$ cat src/rtl/dsp_pkg.sv
package dsp_pkg;
    localparam int unsigned DSP_BYTE_W = 8;

    // one synchronised host bit event
    typedef struct packed {
        logic rise;
        logic data;
    } dsp_bit_evt_t;
endpackage

$ cat src/rtl/dsp_sync.sv
module dsp_sync #(
    parameter int unsigned STAGES = 2
) (
    input  logic                  clk,
    input  logic                  rst,
    input  logic                  host_clk_i,
    input  logic                  host_din_i,
    output dsp_pkg::dsp_bit_evt_t evt_o
);
    localparam int unsigned TOP = STAGES - 1;

    typedef struct packed {
        logic [STAGES-1:0] ck;
        logic [STAGES-1:0] dt;
        logic              ck_last;
    } sync_st_t;

    sync_st_t q, d;

    always_comb begin
        d         = q;
        d.ck[0]   = host_clk_i;
        d.dt[0]   = host_din_i;
        d.ck_last = q.ck[TOP];
    end

    // data travels through the same depth as the clock so both line up
    for (genvar g = 1; g < STAGES; g++) begin : g_chain
        always_ff @(posedge clk) begin
            if (rst) begin
                q.ck[g] <= 1'b0;
                q.dt[g] <= 1'b0;
            end else begin
                q.ck[g] <= q.ck[g-1];
                q.dt[g] <= q.dt[g-1];
            end
        end
    end

    always_ff @(posedge clk) begin
        if (rst) begin
            q.ck[0]   <= 1'b0;
            q.dt[0]   <= 1'b0;
            q.ck_last <= 1'b0;
        end else begin
            q.ck[0]   <= d.ck[0];
            q.dt[0]   <= d.dt[0];
            q.ck_last <= d.ck_last;
        end
    end

    assign evt_o.rise = q.ck[TOP] & ~q.ck_last;
    assign evt_o.data = q.dt[TOP];

    // one host rising edge gives a single-cycle event
    a_r9_rise_single: assert property (@(posedge clk) disable iff (rst)
        evt_o.rise |=> !evt_o.rise);
endmodule

$ cat src/rtl/dsp_rx.sv
module dsp_rx #(
    parameter int unsigned DATA_W = dsp_pkg::DSP_BYTE_W
) (
    input  logic                  clk,
    input  logic                  rst,
    input  dsp_pkg::dsp_bit_evt_t evt_i,
    input  logic                  ack_i,
    output logic [DATA_W-1:0]     data_o,
    output logic                  valid_o,
    output logic                  pending_o,
    output logic                  overrun_o
);
    localparam int unsigned CNT_W = $clog2(DATA_W);
    localparam logic [CNT_W-1:0] LAST = CNT_W'(DATA_W - 1);

    typedef struct packed {
        logic [DATA_W-1:0] shift;
        logic [CNT_W-1:0]  cnt;
        logic [DATA_W-1:0] data;
        logic              valid;
        logic              pending;
        logic              overrun;
    } rx_st_t;

    rx_st_t q, d;

    always_comb begin
        d       = q;
        d.valid = 1'b0;
        if (ack_i) d.pending = 1'b0;
        if (evt_i.rise) begin
            d.shift = {q.shift[DATA_W-2:0], evt_i.data};
            if (q.cnt == LAST) begin
                d.cnt     = '0;
                d.data    = {q.shift[DATA_W-2:0], evt_i.data};
                d.valid   = 1'b1;
                d.pending = 1'b1;
                if (q.pending && !ack_i) d.overrun = 1'b1;
            end else begin
                d.cnt = q.cnt + 1'b1;
            end
        end
    end

    always_ff @(posedge clk) begin
        if (rst) q <= '0;
        else     q <= d;
    end

    assign data_o    = q.data;
    assign valid_o   = q.valid;
    assign pending_o = q.pending;
    assign overrun_o = q.overrun;

    // strobe lasts one cycle
    a_r4_valid_pulse: assert property (@(posedge clk) disable iff (rst)
        valid_o |=> !valid_o);
    // bit counter moves only on a host rising edge
    a_r3_cnt_hold: assert property (@(posedge clk) disable iff (rst)
        !evt_i.rise |=> $stable(q.cnt));
    // overrun is sticky
    a_r6_overrun_sticky: assert property (@(posedge clk) disable iff (rst)
        overrun_o |=> overrun_o);
endmodule

$ cat src/rtl/dsp_tx.sv
module dsp_tx #(
    parameter int unsigned DATA_W = dsp_pkg::DSP_BYTE_W
) (
    input  logic              clk,
    input  logic              rst,
    input  logic              rise_i,
    input  logic              load_i,
    input  logic [DATA_W-1:0] data_i,
    output logic              sdo_o
);
    typedef struct packed {
        logic [DATA_W-1:0] shift;
    } tx_st_t;

    tx_st_t q, d;

    always_comb begin
        d = q;
        if (load_i)      d.shift = data_i;
        else if (rise_i) d.shift = {q.shift[DATA_W-2:0], 1'b0};
    end

    always_ff @(posedge clk) begin
        if (rst) q <= '0;
        else     q <= d;
    end

    assign sdo_o = q.shift[DATA_W-1];

    // output bit changes only on a load or after a host rising edge
    a_r7_sdo_hold: assert property (@(posedge clk) disable iff (rst)
        (!load_i && !rise_i) |=> $stable(sdo_o));
endmodule

$ cat src/rtl/dbg_serial_port.sv
module dbg_serial_port #(
    parameter int unsigned DATA_W      = dsp_pkg::DSP_BYTE_W,
    parameter int unsigned SYNC_STAGES = 2
) (
    input  logic              clk,
    input  logic              rst,
    input  logic              host_clk_i,
    input  logic              host_din_i,
    output logic              host_dout_o,
    output logic              host_busy_n_o,
    input  logic              core_ready_i,
    output logic [DATA_W-1:0] rx_byte_o,
    output logic              rx_valid_o,
    input  logic              rx_ack_i,
    output logic              rx_overrun_o,
    input  logic [DATA_W-1:0] tx_byte_i,
    input  logic              tx_load_i
);
    typedef struct packed {
        logic ready;
    } top_st_t;

    top_st_t q, d;
    dsp_pkg::dsp_bit_evt_t evt;
    logic pending;

    dsp_sync #(.STAGES(SYNC_STAGES)) u_sync (
        .clk        (clk),
        .rst        (rst),
        .host_clk_i (host_clk_i),
        .host_din_i (host_din_i),
        .evt_o      (evt)
    );

    dsp_rx #(.DATA_W(DATA_W)) u_rx (
        .clk       (clk),
        .rst       (rst),
        .evt_i     (evt),
        .ack_i     (rx_ack_i),
        .data_o    (rx_byte_o),
        .valid_o   (rx_valid_o),
        .pending_o (pending),
        .overrun_o (rx_overrun_o)
    );

    dsp_tx #(.DATA_W(DATA_W)) u_tx (
        .clk    (clk),
        .rst    (rst),
        .rise_i (evt.rise),
        .load_i (tx_load_i),
        .data_i (tx_byte_i),
        .sdo_o  (host_dout_o)
    );

    always_comb begin
        d       = q;
        d.ready = q.ready | core_ready_i;
    end

    always_ff @(posedge clk) begin
        if (rst) q <= '0;
        else     q <= d;
    end

    assign host_busy_n_o = q.ready & ~pending;

    // a fresh byte always holds the host off
    a_r5_busy_on_valid: assert property (@(posedge clk) disable iff (rst)
        rx_valid_o |-> !host_busy_n_o);
    // readiness, once seen, is kept
    a_r2_ready_sticky: assert property (@(posedge clk) disable iff (rst)
        q.ready |=> q.ready);
endmodule

$ cat config.mk
export PLATFORM = sky130hd
export DESIGN_NAME = dbg_serial_port
export DESIGN_NICKNAME = d
export VERILOG_FILES = /design/src/rtl/dsp_pkg.sv /design/src/rtl/dsp_sync.sv /design/src/rtl/dsp_rx.sv /design/src/rtl/dsp_tx.sv /design/src/rtl/dbg_serial_port.sv
export SDC_FILE = /design/constraint.sdc
export NUM_CORES = 1
export LEC_CHECK = 0
export BUFFER_PORTS_ARGS = -buffer_cell sky130_fd_sc_hd__clkbuf_2
export CAP_MARGIN = 20
export CORE_MARGIN = 10
export CORE_UTILIZATION = 45
export DETAILED_ROUTE_END_ITERATION = 7
export PLACE_DENSITY = 0.72
export SETUP_SLACK_MARGIN = 0.1
export SLEW_MARGIN = 20
export SYNTH_ARGS = -nofsm -noshare
export SYNTH_HDL_FRONTEND = slang
export SYNTH_HIERARCHICAL = 1
export SYNTH_SLANG_ARGS = --single-unit
export TNS_END_PERCENT = 20
$ cat constraint.sdc
create_clock -name clk -period 1.96 [get_ports clk]
set_clock_uncertainty 0.1 [all_clocks]
set_input_delay 0.196 -clock clk [delete_from_list [all_inputs] [get_ports clk]]
set_output_delay 0.196 -clock clk [all_outputs]
set_load 0.005 [all_outputs]
==> qor.yml <==
critical_path:
  path_class: "register to register"
  critical_path_arrival_ns: 1.83
  critPathCaptureType: "register"
  critPathRequiredTime_ns: 2.12
  worst_r2r_path_depth: 4
  critPathMaxStageDelay_ns: 0.44
  worstPathMaxFanout: 17
  slowest_stage: "or3b_1"
  r2r-end: "u_rx/q[11]"
  crit_buf_inv: 0
  worstSetupStartpoint: "u_rx/q[11]"
  critPathMostFrequentCell: "ha_1"
  setup.worst_path.start_class: "register"
  r2r_slack_ns: 0.29
  cp_top_family: "adder cells"
  crit_chain: "ha_1 -> ha_1 -> or3b_1 -> a21oi_2"
  r2r-start: "u_rx/q[11]"
synthesis:
  synth_top_cell_by_area: "dfxtp_1"
  synth_edf_count: 0
  synth-seq-cells: 35
  ys_types: 22
  syn_nets: 160
  seq_area_frac_synth_pct: 47.7
  async_reset_ff_share_pct: 0
  ys_dominant_reg_cell: "dfxtp_1"
  synth_area_leaders: "dfxtp_1 48%, mux2i_1 10%, buf_4 6.1%"
  yosysWarnings: 6
  syn_area_per_cell_um2: 10.4
  syn-cell-area_um2: 1470
  synthCells: 142
  synth_top_area_share_pct: 47.7
floorplan:
  dieArea_um2: 5950
  die_x_um: 77.2
  coreArea_um2: 3080
  initial_core_util_pct: 47.8
  rows: 20
  die_y_um: 77.2
  io_pins: 27
global_routing:
  grt_usage_pct: 8.61
  grt_pass1_wl_mm: 4.31
  overflow: 0
  grt_max_degree: 36
  antenna_found_initial: 0
  first_global_vias: 1013
layout:
  finalNetCount: 180
  antenna_cells: 0
  syn_to_final_growth_pct: 12.5
  final_common_cell: "dfxtp_1"
  drive_above_1_share_pct: 26.4
  finish.utilization_pct: 53.7
  mostFrequentLayoutCells: "35 x dfxtp_1, 26 x clkbuf_2, 15 x mux2i_1"
cts:
  htreeDepth: 2
  cts_max_path_buffers: 2
  cts-root-buf: "clkbuf_4"
  postCtsSetupRepairBufs: 0
  cts_tree: "yes"
  clock-sinks: 35
  clkSlewWorstSetupHoldPaths_ns: 0.10
  clk_latency_ns: 0.32
  cts_buffers: 5
timing:
  fin_tns_setup_ns: 0
  max_freq_ghz: 0.598
  maxSlewViolCount: 0
  tightest_slew_ns: 0.662
  report.final.hold_viol_count: 0
  setup_viol: 0
  min_period_ns: 1.67
  period_share_pct: 85.3
  slew_headroom_pct: 55.9
  rsz0062_at_grt: "no"
power_and_ir_drop:
  ir_drop_mv: 0.460
  powerDensity_nw_per_um2: 765
  fin_total_pwr_mw: 1.27
  p_leak_nw: 0.661
worst_hold_path:
  timing.hold.worst.start: "rx_ack_i"
  hold_path_class: "input pin to register"
  worstHoldPathCells: 3
  hold_end: "u_rx/pending_o"
run:
  drv_cap: 0
run_status:
  outcome: "finished, final reports clean"
drt:
  first_pass_iters: 4
  wl_per_cell_um: 12.0
  drtIter0Drc: 54
  drcViolationCount: 0
  wl_mm: 2.49
  vias_per_cell: 4.83
  vias: 999
  ant_nets: 0
placement:
  gp_congestion: 0.729
  io_buffers: 26
  dp_hpwl_mm: 1.67
Yosys cell counts, types with 3 or more instances:
library cell / instances
a21oi_1: 12
mux2i_1: 15
nand3_1: 8
dfxtp_1: 35
nor2b_1: 14
nand2b_1: 3
a21bo_2: 6
a211oi_1: 7
nor2_1: 9
buf_4: 12
ha_1: 3
buf_6: 3
metrics by stage:
step                      worst slack [ns]  instance area (µm²)  hold WS (ns)  cells
after floorplan                      0.522                 1470         0.165    142
after global placement               0.354                 1540         0.306    195
after detailed placement             0.318                 1540         0.308    195
after CTS                            0.280                 1650        0.0260    207
after global routing                 0.218                 1650        0.0474    207
final                                0.288                 1650        0.0452    207
registers in the layout, summed over array words and instances, names as in the netlist:
register	count
u_tx/q	8
u_sync/d	1
q	1
u_rx/valid_o	1
u_rx/data_o	8
u_rx/pending_o	1
u_sync/evt_o	1
u_sync/q	3
u_rx/q	10
u_rx/overrun_o	1
metal layers:
layer / global-route usage (%) / part of all wire (%)
met4: 4.38 / 0.48
met1: 9.57 / 47
met2: 13.4 / 46
met3: 4.08 / 6.6
met5: 0 / 0
timing repair:
| action | in CTS | in global routing |
|---|---|---|
| gates resized for setup | 0 | 0 |
| hold buffers | 4 | 0 |
| endpoints found under the hold margin | 4 | 0 |
cell families after synthesis:
family	count (synthesis)	share of synthesized area, %
buffers and inverters	20	10.1
DFF	35	47.7
muxes	15	10.2
AOI/OAI and AO/OA	29	14.4
adders and majority gates	3	2.55
and+or+nand+nor	40	15.1
final cells by class:
cell class | instances | area, µm²
multi-input combinational | 87 | 628
clock inverter | 1 | 7.51
clock buffer | 7 | 65.1
timing repair buffer | 31 | 190
tap | 44 | 55.1
fill | 306 | 1420
sequential | 35 | 701
inverter | 2 | 7.51
report_power, final:
part,internal (mW),switching [mW]
combinational,0.0459,0.0429
clock,0.210,0.229
sequential,0.730,0.00873
tightest hold or removal path, cell delays in order:
cell and delay [ns]:
clkbuf_2 0.08, nand2b_1 0.09, a21oi_1 0.06
how the worst max path moves through the flow:
stage,to,slack [ns],cells past startpoint
detailed placement,u_rx/q[11],0.32,4
CTS,u_rx/q[11],0.28,4
floorplan,u_rx/q[11],0.52,5
finish,u_rx/q[11],0.29,4
global route,u_rx/q[11],0.22,4
global placement,u_rx/q[11],0.35,4
No activity file was read; power rests on OpenSTA's default activity.
